### src/rtl/rtc_alarm_cmp.sv
module rtc_alarm_cmp #(
  parameter int FW       = 7,
  parameter int AW       = 4,
  parameter int DW       = 8,
  parameter int BASE     = 8,
  parameter int CTRL     = 14,
  parameter int FLAG_BIT = 0,
  parameter int AIE_BIT  = 3
) (
  input  logic          clk,
  input  logic          rst_n,
  input  logic          sec_tick,
  input  logic [FW-1:0] cur_sec,
  input  logic [FW-1:0] cur_min,
  input  logic [FW-1:0] cur_hour,
  input  logic [FW-1:0] cur_wday,
  input  logic [FW-1:0] cur_mday,
  input  logic [FW-1:0] cur_mon,
  input  logic          reg_wr,
  input  logic [AW-1:0] reg_addr,
  input  logic [DW-1:0] reg_wdata,
  output logic [DW-1:0] reg_rdata,
  output logic          alarm_flag,
  output logic          alarm_irq
);
  localparam int NF     = 6;
  localparam int EN_BIT = DW - 1;

  logic [DW-1:0] alm_q [NF];
  logic [FW-1:0] now   [NF];
  logic [NF-1:0] fld_en, fld_eq;
  logic          hit, ctrl_wr, aie_q;

  assign now[0] = cur_sec;
  assign now[1] = cur_min;
  assign now[2] = cur_hour;
  assign now[3] = cur_wday;
  assign now[4] = cur_mday;
  assign now[5] = cur_mon;

  for (genvar i = 0; i < NF; i++) begin : g_fld
    always_ff @(posedge clk)
      if (!rst_n)
        alm_q[i] <= '0;
      else if (reg_wr && reg_addr == AW'(BASE + i))
        alm_q[i] <= reg_wdata;
    assign fld_en[i] = alm_q[i][EN_BIT];
    assign fld_eq[i] = (alm_q[i][FW-1:0] == now[i]);
  end

  assign hit     = (|fld_en) && (&(fld_eq | ~fld_en));
  assign ctrl_wr = reg_wr && reg_addr == AW'(CTRL);

  always_ff @(posedge clk)
    if (!rst_n) begin
      alarm_flag <= 1'b0;
      aie_q      <= 1'b0;
    end else begin
      if (sec_tick && hit)
        alarm_flag <= 1'b1;
      else if (ctrl_wr && !reg_wdata[FLAG_BIT])
        alarm_flag <= 1'b0;
      if (ctrl_wr)
        aie_q <= reg_wdata[AIE_BIT];
    end

  assign alarm_irq = alarm_flag & aie_q;

  always_comb begin
    reg_rdata = '0;
    for (int i = 0; i < NF; i++)
      if (reg_addr == AW'(BASE + i))
        reg_rdata = alm_q[i];
    if (reg_addr == AW'(CTRL)) begin
      reg_rdata[FLAG_BIT] = alarm_flag;
      reg_rdata[AIE_BIT]  = aie_q;
    end
  end

  assert_set_on_hit_R5: assert property (@(posedge clk) disable iff (!rst_n)
    (sec_tick && hit) |=> alarm_flag);
  assert_rise_needs_tick_R7: assert property (@(posedge clk) disable iff (!rst_n)
    $rose(alarm_flag) |-> $past(sec_tick));
  assert_empty_never_fires_R6: assert property (@(posedge clk) disable iff (!rst_n)
    (sec_tick && fld_en == '0 && !alarm_flag) |=> !alarm_flag);
  assert_clear_R8: assert property (@(posedge clk) disable iff (!rst_n)
    (ctrl_wr && !reg_wdata[FLAG_BIT] && !sec_tick) |=> !alarm_flag);
  assert_write_one_keeps_R8: assert property (@(posedge clk) disable iff (!rst_n)
    (ctrl_wr && reg_wdata[FLAG_BIT] && alarm_flag) |=> alarm_flag);
  assert_irq_needs_flag_R9: assert property (@(posedge clk) disable iff (!rst_n)
    alarm_irq |-> (alarm_flag && aie_q));
  assert_tick_beats_clear_R10: assert property (@(posedge clk) disable iff (!rst_n)
    (sec_tick && hit && ctrl_wr) |=> alarm_flag);
endmodule

### config.mk
export PLATFORM = sky130hd
export DESIGN_NAME = rtc_alarm_cmp
export DESIGN_NICKNAME = d
export VERILOG_FILES = /design/src/rtl/rtc_alarm_cmp.sv
export SDC_FILE = /design/constraint.sdc
export NUM_CORES = 1
export LEC_CHECK = 0
export CAP_MARGIN = 20
export CORE_MARGIN = 2
export CORE_UTILIZATION = 35
export DETAILED_ROUTE_END_ITERATION = 7
export PLACE_DENSITY = 0.59
export SLEW_MARGIN = 20
export SYNTH_ARGS = -nofsm -noshare
export SYNTH_HDL_FRONTEND = slang
export SYNTH_SLANG_ARGS = --single-unit
### constraint.sdc
create_clock -name clk -period 5.25 [get_ports clk]
set_clock_uncertainty 0.2 [all_clocks]
set_input_delay 0.525 -clock clk [delete_from_list [all_inputs] [get_ports clk]]
set_output_delay 0.525 -clock clk [all_outputs]
set_load 0.01 [all_outputs]
== After elaboration in Yosys (flattened, before gate mapping) ==
Memory sizes are Yosys's and may differ from the RTL's.
Index checks and enable logic that the tools add are counted.

* Bits in registers: 2
* Memory bits (writable): 48
* Bits of input ports: 58
* Output and inout bits: 10
* Logic and storage cells: 74
* Memories: 1

* Equal/unequal tests: 13
* Mux-type cells: 35
* Bitwise gates (word level): 9
* Reductions and logical operators: 14

{| class="wikitable"
|+ Memories
! name !! depth !! width !! read ports !! clocked after Yosys merged registers in !! wr ports !! RTL line !! text
|-
| alm_q || 6 || 8 || 6 || 0 || 6 || 29 || <nowiki>logic [DW-1:0] alm_q [NF];</nowiki>
|}

{| class="wikitable"
|+ Operators by type and width
! cell !! number
|-
| two-way mux 8 bit || 12
|-
| equality test 7 bit || 6
|-
| equality test 4 bit (second input constant) || 7
|-
| two-way mux 1 bit || 23
|-
| logical AND 1 bit || 10
|-
| inverter 6 bit || 1
|-
| OR 1 bit || 6
|-
| OR 6 bit || 1
|-
| AND reduction 6 bit || 1
|-
| OR reduction 6 bit || 1
|-
| nonzero test 2 bit || 1
|-
| AND 1 bit || 1
|-
| logical NOT 1 bit || 1
|}

== Logic depth before layout (Yosys ltp) ==
Gate-level depths: netlist of run 1.

* Depth after elaboration: 8
* Gate-level depth with buffers: 6
* Mapped depth without buffers: 5

== Worst setup path after synthesis of run 1 ==
OpenSTA, ideal clock, no wires.

* Path type: input-to-output
* Start: in reg_addr[0]
* End: out reg_rdata[6]
* Arrival time: 1500 ps
* Required time: 4525 ps
* Setup slack: 3025 ps
* Stages on the path: 4
* Path buffers: 1
* Cell sequence: buf_6 mux4_2 a222oi_1 inv_1

* Cells in the longest elaborated chain, start to end: 7
* Elaborated cells between the ends (all ways): 12
* Those cells by class: eq/ne (6); mux (6)

{| class="wikitable"
|+ Ends and longest elaborated chain
! element !! RTL line !! text
|-
| start, declared || 20 || <nowiki>input logic [AW-1:0] reg_addr,</nowiki>
|-
| equality test 4 bit || 72 || <nowiki>if (reg_addr == AW'(BASE + i))</nowiki>
|-
| two-way mux 8 bit (5 in a row) || 72 ||
|-
| two-way mux 8 bit * || 72 ||
|-
| end, declared || 22 || <nowiki>output logic [DW-1:0] reg_rdata,</nowiki>
|}

Every way passes the cells marked *; elsewhere a longest branch is shown, timed or not.

== Final worst setup path of run 1 ==
* Start: in reg_addr[0]
* End: out reg_rdata[7]

The elaborated chain is that of the path after synthesis.

==> summary.md, run 1 <==
| Metric | Value |
|---|---|
| Outcome | `finished, final reports clean` |
| Share of the synthesized area in the top cell type | `51.8%` |
| RSZ-0062 raised after global routing | `false` |
| Synth unique cells | `32` |
| Largest fanout on the critical path | `14` |
| Commonest non-fill, non-tap cells in the layout | `clkdlybuf4s50_1, and2_1, edfxtp_1` |
| Routed vias | `2018` |
| #FFs+latches synth | `50` |
| Layout area overhead | `32.7%` |
| Drt drc | `0` |
| Top cell by count, worst path | `clkdlybuf4s50_1` |
| # Post-CTS Setup Buffers | `0` |
| Cells after Synth | `221` |
| Clock transition at path regs | `0.08 ns` |
| CP Launch Type | `primary input` |
| Total grt overflow | `0` |
| Final setup TNS | `0 ns` |
| Relative slew slack | `44.7%` |
| DPL Wire Length | `5.85 mm` |
| Die Y | `93.2 µm` |
| Number of flops mapped to enable cells by yosys | `48` |
| Final core occ | `47.8%` |
| Drt wl/cell | `18.4 µm` |
| Chip Width | `93.2 µm` |
| Register area share after synthesis | `53.2%` |
| Initial antenna violation count | `0` |
| Slowest stage delay, CP | `1.01 ns` |
| Slowest CP cell | `clkdlybuf4s50_1` |
| CTS Root Cell | `clkbuf_8` |
| Global-route wire length before repair | `11.1 mm` |
| DR iter-0 viols | `144` |
| Max Slew Vio Count | `0` |
| Tmin final | `3.82 ns` |
| CTS resizes | `0` |
| Max VDD drop | `0.000114 V` |
| Endpoints failing setup | `0` |
| Die area | `8690 µm²` |
| Vias/cell | `5.07` |
| Hold Fails Final Rpt | `0` |
| Hold_ws | `0.296 ns` |
| Critical path endpoint category | `output pin` |
| CP Class | `primary input to output pin` |
| Nets | `353` |
| Final WL | `7.34 mm` |
| Met2 Resource Use GR | `29.8%` |
| Period utilization | `72.7%` |
| Post-DRT Antenna Nets | `0` |
| Clock Latency Late Sink | `0.30 ns` |
| CTS H-Tree Depth | `2` |
| Fraction of layout cells with a size suffix above 1 | `7.09%` |
| Syn Area/Cell | `12.6 µm²` |
| Dominant synthesized flop cell | `edfxtp_1` |
| Power per cell area | `243 nW/µm²` |
| CTS tree | `yes` |
| Hold Path Class | `flip-flop to flip-flop` |
| Initial Utilization | `36.0%` |
| Syn Std Cell Area | `2790 µm²` |
| CTS max path bufs | `2` |
| Mapped Nets | `279` |
| Static leakage | `1.31 nW` |
| Top area cells in the synthesized netlist | `edfxtp_1, and2_1, xnor2_1` |
| TritonCTS buffer count | `5` |
| Number of global-route vias before repair | `2077` |
| Diodes inserted | `0` |
| R2r setup slk | `3.50 ns` |
| Busiest grt layer | `met2` |
| Worst EP arrival | `3.09 ns` |
| Largest net degree at the start of global routing | `16` |
| Worst slew pin tran | `0.827 ns` |
| GRT Util Overall | `17.5%` |
| DRT Pass-1 Iters | `4` |
| Asr flop ratio synth | `0%` |
| Clk sinks | `50` |
| Max Clock Freq | `262 MHz` |
| Routing usage on met3 | `2.58%` |
| Critical path, cell by cell | `clkdlybuf4s50_1 -> mux4_1 -> a222oi_1 -> inv_1 -> clkdlybuf4s50_1` |
| Number of port buffers | `67` |
| Power, Total | `0.898 mW` |
| Met1 GRT Util | `23.6%` |
| Hold_buf cts | `0` |
| GP Congestion | `0.819` |
| Yosys Warn Count | `0` |
| Synth area leader | `edfxtp_1` |
| Critical Path RT | `4.53 ns` |
| # rows | `32` |
| Ports | `68` |
| Commonest non-fill, non-tap cell in the layout | `clkdlybuf4s50_1` |
| Core box area | `7730 µm²` |
| MaxCap Viol Count | `0` |
kinds of logic after synthesis:
family          Yosys count  share of synthesized area, %
mux                       8                          6.74
buf+inv                  10                          1.71
compound gates           25                          6.92
flops                    50                          53.2
xor+xnor                 42                          13.2
simple gates             86                          18.2
final timing paths:
kind / from / to / depth (start not counted)
setup / recovery: reg_addr[0] / reg_rdata[7] / 5
hold / removal: aie_q / aie_q / 2
setup reg to reg: alm_q[1][0] / alarm_flag / 5
hold reg to reg: aie_q / aie_q / 2
flip-flops by register name (all words and copies together) (netlist names):
register and count:
aie_q 1, alarm_flag 1, alm_q 48
cell usage after synthesis, drive strengths merged, types with 3 or more instances:
master  number
xnor2       27
o21ai        4
nor2         8
a222oi       6
and2        49
mux4         8
xor2        15
nand4        9
nand2        9
inv          6
o41ai        5
buf          3
edfxtp      48
worst max-delay path, delay by kind of cell:
kind / cells / cell delay, ns
AO/OA/AOI/OAI: 1 / 0.35
buffers and inverters: 3 / 1.57
multiplexers: 1 / 0.65
cell type report:
type                       count  area (µm²)
sequential                    50        1480
tap                          102         128
fill                         715        4030
inverter                       6        22.5
timing repair buffer          71         701
multi-input combinational    161        1260
clock buffer                   5        68.8
clock inverter                 3        40.0
stage by stage:
step / setup slack, ns / cells / instance area, µm²
finish: 1.43 / 398 / 3700
detailed placement: 1.42 / 390 / 3590
CTS: 1.43 / 398 / 3700
global placement: 1.42 / 390 / 3590
global route: 1.28 / 398 / 3700
floorplan: 3.03 / 221 / 2790
per-layer routing:
| layer | vias up | share of wire (%) |
|---|---|---|
| met2 | 76 | 50 |
| met1 | 971 | 44 |
| met3 | 8 | 4.9 |
| met4 | 0 | 1.3 |
| met5 | - | 0 |
| li1 | 963 | - |
power by group:
group / total, mW / internal (mW) / switching [mW]
clock network: 0.267 / 0.140 / 0.127
logic: 0.151 / 0.0877 / 0.0636
registers: 0.479 / 0.460 / 0.0190
total: 0.898 / 0.688 / 0.209
Note: power is estimated with default switching activity, not from simulation.
==> run 2: changes to the inputs <==
==> constraint.sdc (replaced) <==
create_clock -name clk -period 3.61 [get_ports clk]
set_clock_uncertainty 0.2 [all_clocks]
set_input_delay 0.361 -clock clk [delete_from_list [all_inputs] [get_ports clk]]
set_output_delay 0.361 -clock clk [all_outputs]
set_load 0.01 [all_outputs]
==> summary.md, run 2 (synthesized netlist as in run 1, its figures left out) <==
| Metric | Value |
|---|---|
| MaxCap Viol Count | `0` |
| Number of port buffers | `67` |
| Vias/cell | `4.99` |
| Critical path, cell by cell | `clkdlybuf4s50_1 -> nand2b_1 -> nor2_1 -> a222oi_1 -> inv_1 -> clkdlybuf4s50_1` |
| Ports | `68` |
| Max Slew Vio Count | `0` |
| Commonest non-fill, non-tap cell in the layout | `clkdlybuf4s50_1` |
| Max VDD drop | `0.000162 V` |
| # rows | `32` |
| Relative slew slack | `58.3%` |
| CTS resizes | `0` |
| Final setup TNS | `0 ns` |
| Post-DRT Antenna Nets | `0` |
| R2r worst-path depth | `5` |
| DR iter-0 viols | `127` |
| Static leakage | `1.31 nW` |
| Worst EP arrival | `2.65 ns` |
| GP Congestion | `0.828` |
| Largest fanout on the critical path | `10` |
| Worst r2r src | `alm_q[1][0]` |
| Nets | `358` |
| Period utilization | `89.0%` |
| Layout area overhead | `33.2%` |
| Largest reg by FF count | `alm_q` |
| # Post-CTS Setup Buffers | `0` |
| Die Y | `93.2 µm` |
| GRT Util Overall | `17.4%` |
| Power, Total | `1.23 mW` |
| Drt wl/cell | `18.2 µm` |
| CP Class | `primary input to output pin` |
| Initial Utilization | `36.0%` |
| Reg2reg end | `alarm_flag` |
| CTS H-Tree Depth | `2` |
| Top cell by count, worst path | `clkdlybuf4s50_1` |
| TritonCTS buffer count | `5` |
| R2r setup slk | `1.85 ns` |
| Tmin final | `3.21 ns` |
| CTS tree | `yes` |
| Max reg flops | `48` |
| Clk sinks | `50` |
| CTS Root Cell | `clkbuf_8` |
| Power per cell area | `332 nW/µm²` |
| Max Clock Freq | `311 MHz` |
| Total grt overflow | `0` |
| Endpoints failing setup | `0` |
| Largest net degree at the start of global routing | `16` |
| Number of global-route vias before repair | `1989` |
| Chip Width | `93.2 µm` |
| Largest regs | `alm_q: 48 flops, aie_q: 1 flops, alarm_flag: 1 flops` |
| Core box area | `7730 µm²` |
| DPL Wire Length | `5.80 mm` |
| Clock Latency Late Sink | `0.30 ns` |
| DRT Pass-1 Iters | `5` |
| CP Launch Type | `primary input` |
| Initial antenna violation count | `0` |
| Worst hold path endpoint | `aie_q` |
| Commonest non-fill, non-tap cells in the layout | `clkdlybuf4s50_1, and2_1, edfxtp_1` |
| Critical path endpoint category | `output pin` |
| Hold depth | `2` |
| Critical Path RT | `3.05 ns` |
| Routed vias | `2012` |
| Hold Fails Final Rpt | `0` |
| Hold_sp | `aie_q` |
| Outcome | `finished, final reports clean` |
| Slowest stage delay, CP | `0.65 ns` |
| CTS max path bufs | `2` |
| Die area | `8690 µm²` |
| Hold_buf cts | `0` |
| RSZ-0062 raised after global routing | `false` |
| Hold Path Class | `flip-flop to flip-flop` |
| Slowest CP cell | `clkdlybuf4s50_1` |
| Drt drc | `0` |
| Worst slew pin tran | `0.623 ns` |
| Clock transition at path regs | `0.09 ns` |
| Fraction of layout cells with a size suffix above 1 | `8.31%` |
| Final WL | `7.32 mm` |
| Diodes inserted | `0` |
| Global-route wire length before repair | `11.0 mm` |
run 2: changes by cell type in the layout (fill, tap and decap cells not counted), sizes merged:
cell,previous run,this run
bufinv,1,0
clkinvlp,0,1
buf,4,9
run 2: critical path: cells and delay by family:
| family | cells | cell delay (ns) |
|---|---|---|
| and+or+nand+nor | 2 | 0.81 |
| AOI/OAI and AO/OA | 1 | 0.20 |
| buffers and inverters | 3 | 1.28 |
run 2: final cells by class:
class,instances,area (µm²)
fillers,702,4020
flip-flops and latches,50,1480
multi-input cells,161,1260
repair buffers,76,738
well taps,102,128
clock buffers,5,68.8
inverters,6,22.5
clock inverters,3,16.3
run 2: routing by layer:
metal  vias up  track usage (%)  share of wire, %
li1        973                -                 -
met1       955             23.7                42
met2        78             28.9                49
met3         6             3.30               7.7
met4         0             4.17              0.96
met5         -                0                 0
run 2: worst max path at each step:
stage,from,endpoint,cells past startpoint
global placement,reg_addr[1],reg_rdata[5],6
detailed placement,reg_addr[1],reg_rdata[5],6
global route,reg_addr[1],reg_rdata[6],6
floorplan,reg_addr[3],alm_q[0][0],4
CTS,reg_addr[1],reg_rdata[5],6
finish,reg_addr[1],reg_rdata[5],6
run 2: report_power, final:
part	total [mW]	internal, mW	switching, mW
Combinational	0.225	0.131	0.0945
Sequential	0.696	0.669	0.0267
Clock	0.311	0.133	0.178
run 2: metrics by stage:
stage / instances / setup WS [ns] / hold slack (ns) / instance area, µm² / utilization, %
after floorplan: 221 / 1.59 / 0.253 / 2790 / -
after global placement: 395 / 0.448 / 0.275 / 3630 / 46.9
after detailed placement: 395 / 0.430 / 0.284 / 3630 / 46.9
after CTS: 403 / 0.418 / 0.296 / 3710 / 48.0
after global routing: 403 / 0.331 / 0.315 / 3710 / 48.0
final: 403 / 0.397 / 0.296 / 3710 / 48.0
==> run 3: changes to the inputs <==
--- a/config.mk
+++ b/config.mk
@@ -5,11 +5,12 @@
 export SDC_FILE = /design/constraint.sdc
 export NUM_CORES = 1
 export LEC_CHECK = 0
+export ABC_AREA = 1
 export CAP_MARGIN = 20
 export CORE_MARGIN = 2
 export CORE_UTILIZATION = 35
 export DETAILED_ROUTE_END_ITERATION = 7
-export PLACE_DENSITY = 0.59
+export PLACE_DENSITY = 0.58
 export SLEW_MARGIN = 20
 export SYNTH_ARGS = -nofsm -noshare
 export SYNTH_HDL_FRONTEND = slang
==> summary.md, run 3 <==
| Metric | Value |
|---|---|
| DRT Pass-1 Iters | `5` |
| Nets | `541` |
| Complex-gate fraction of the synthesized area | `6.58%` |
| Critical Path RT | `3.05 ns` |
| Final WL | `8.69 mm` |
| Final WS setup | `0.802 ns` |
| Routed vias | `2835` |
| Power Internal | `0.992 mW` |
| TritonCTS buffer count | `5` |
| Relative slew slack | `55.3%` |
| Max reg flops | `48` |
| DPL Wire Length | `6.85 mm` |
| Vias/cell | `4.79` |
| Yosys Warn Count | `0` |
| Critical path endpoint category | `output pin` |
| Post-DRT Antenna Nets | `0` |
| Hold Path Class | `flip-flop to flip-flop` |
| Post-synthesis simple-gate area fraction | `30.4%` |
| #FFs+latches synth | `50` |
| Die Y | `97.2 µm` |
| Power, Total | `1.34 mW` |
| Sw frac | `25.7%` |
| Core box area | `8590 µm²` |
| Period utilization | `77.8%` |
| Post-Synth XOR/XNOR Area | `4.03%` |
| CP Launch Type | `primary input` |
| Largest fanout on the critical path | `7` |
| Clock transition at path regs | `0.10 ns` |
| Power per cell area | `334 nW/µm²` |
| Largest net degree at the start of global routing | `16` |
| Fraction of layout cells with a size suffix above 1 | `5.58%` |
| Sw Pwr | `0.343 mW` |
| Most frequent cell after synthesis | `nand2_1` |
| Drt drc | `0` |
| CTS H-Tree Depth | `2` |
| Share of the synthesized area in the top cell type | `47.4%` |
| Endpoints failing setup | `0` |
| CP Class | `primary input to output pin` |
| MaxCap Viol Count | `0` |
| Post-synthesis mux area share | `0%` |
| Sequential share of power | `52.1%` |
| GRT Util Overall | `19.2%` |
| Hold_ws | `0.296 ns` |
| Register area share after synthesis | `48.7%` |
| RSZ-0062 raised after global routing | `false` |
| Asr flop ratio synth | `0%` |
| Dpl ws | `0.803 ns` |
| Max Slew Vio Count | `0` |
| Synth area leader | `edfxtp_1` |
| Synth unique cells | `24` |
| Largest reg by FF count | `alm_q` |
| Post-DP Area | `3880 µm²` |
| Combinational share of power | `17.8%` |
| Initial Utilization | `35.4%` |
| Final core occ | `46.5%` |
| Worst EP arrival | `2.25 ns` |
| Number of port buffers | `67` |
| Final setup TNS | `0 ns` |
| Area share of fa/ha/maj cells after synthesis | `0%` |
| Largest regs | `alm_q: 48 flops, aie_q: 1 flops, alarm_flag: 1 flops` |
| Top area cells in the synthesized netlist | `edfxtp_1, nand2_1, inv_1` |
| Number of flops mapped to enable cells by yosys | `48` |
| Mapped Nets | `463` |
| Max Clock Freq | `356 MHz` |
| Largest family of logic cells by synthesized area | `simple AND/OR/NAND/NOR gates` |
| Number of global-route vias before repair | `2771` |
| Syn Area/Cell | `7.51 µm²` |
| Total grt overflow | `0` |
| CTS Root Cell | `clkbuf_8` |
| Drt wl/cell | `14.7 µm` |
| Static leakage | `1.83 nW` |
| Synth top cells by count | `nand2_1, inv_1, nor2_1, edfxtp_1, a21oi_1` |
| # Post-CTS Setup Buffers | `0` |
| Outcome | `finished, final reports clean` |
| Cells after Synth | `405` |
| CTS resizes | `0` |
| Hold Fails Final Rpt | `0` |
| Worst slew pin tran | `0.668 ns` |
| Die area | `9460 µm²` |
| Placed Cells | `584` |
| Final instance area | `3990 µm²` |
| Dominant synthesized flop cell | `edfxtp_1` |
| Max VDD drop | `0.000144 V` |
| DR iter-0 viols | `262` |
| Cell Count, Final, Fillers Out | `592` |
| Layout area overhead | `31.3%` |
| Diodes inserted | `0` |
| Tmin final | `2.81 ns` |
| Commonest non-fill, non-tap cells in the layout | `nand2_1, inv_1, nor2_1` |
| Syn Std Cell Area | `3040 µm²` |
| # rows | `34` |
| GP Congestion | `0.979` |
| Hold_buf cts | `0` |
| Chip Width | `97.2 µm` |
| Ports | `68` |
| Commonest non-fill, non-tap cell in the layout | `nand2_1` |
| Clock Latency Late Sink | `0.31 ns` |
| Initial antenna violation count | `0` |
| Clock power frac | `30.0%` |
| CTS tree | `yes` |
| Global-route wire length before repair | `14.2 mm` |
| Clk sinks | `50` |
| CTS max path bufs | `2` |
[run 3: kinds of logic after synthesis]
| group | Yosys count |
|---|---|
| and+or+nand+nor | 225 |
| buffers and inverters | 83 |
| xor gates and xnor gates | 14 |
| DFF | 50 |
| AOI/OAI and AO/OA | 33 |
[run 3: metal layers]
metal	up-vias	global-route usage (%)	share of wire, %
met5	-	0	0
li1	1410	-	-
met2	106	31.0	46
met3	13	3.67	6.2
met1	1306	26.8	46
met4	0	4.81	1.6
[run 3: area by class of cell]
class / instances / area, µm²
multi-input cells: 272 / 1250
flip-flops and latches: 50 / 1480
clock buffers: 6 / 72.6
clock inverters: 2 / 37.5
inverters: 81 / 304
fillers: 845 / 4600
well taps: 108 / 135
repair buffers: 73 / 716
[run 3: worst paths after layout]
| check | slack (ns) | end | startpoint | cells past startpoint |
|---|---|---|---|---|
| setup / recovery | 0.80 | reg_rdata[0] | reg_addr[3] | 10 |
| hold / removal | 0.30 | aie_q | aie_q | 2 |
| hold reg to reg | 0.30 | aie_q | aie_q | 2 |
| setup reg to reg | 2.00 | alarm_flag | alm_q[1][8] | 9 |
[run 3: worst max-delay path: stages]
cell and delay, ns:
clkdlybuf4s50_1 0.48, inv_1 0.07, nor2_4 0.14, nand3_1 0.20, inv_2 0.20, nand2_1 0.07, nand2_1 0.07, a21oi_1 0.04
nand3_1 0.08, clkdlybuf4s50_1 0.54
[run 3: power by group through the flow]
| stage | Sequential (mW) | Clock [mW] | Combinational (mW) |
|---|---|---|---|
| floorplan | 0.698 | 0 | 0.113 |
| global placement | 0.708 | 0 | 0.235 |
| detailed placement | 0.709 | 0 | 0.239 |
| CTS | 0.695 | 0.400 | 0.240 |
| global route | 0.700 | 0.424 | 0.266 |
| finish | 0.696 | 0.401 | 0.238 |
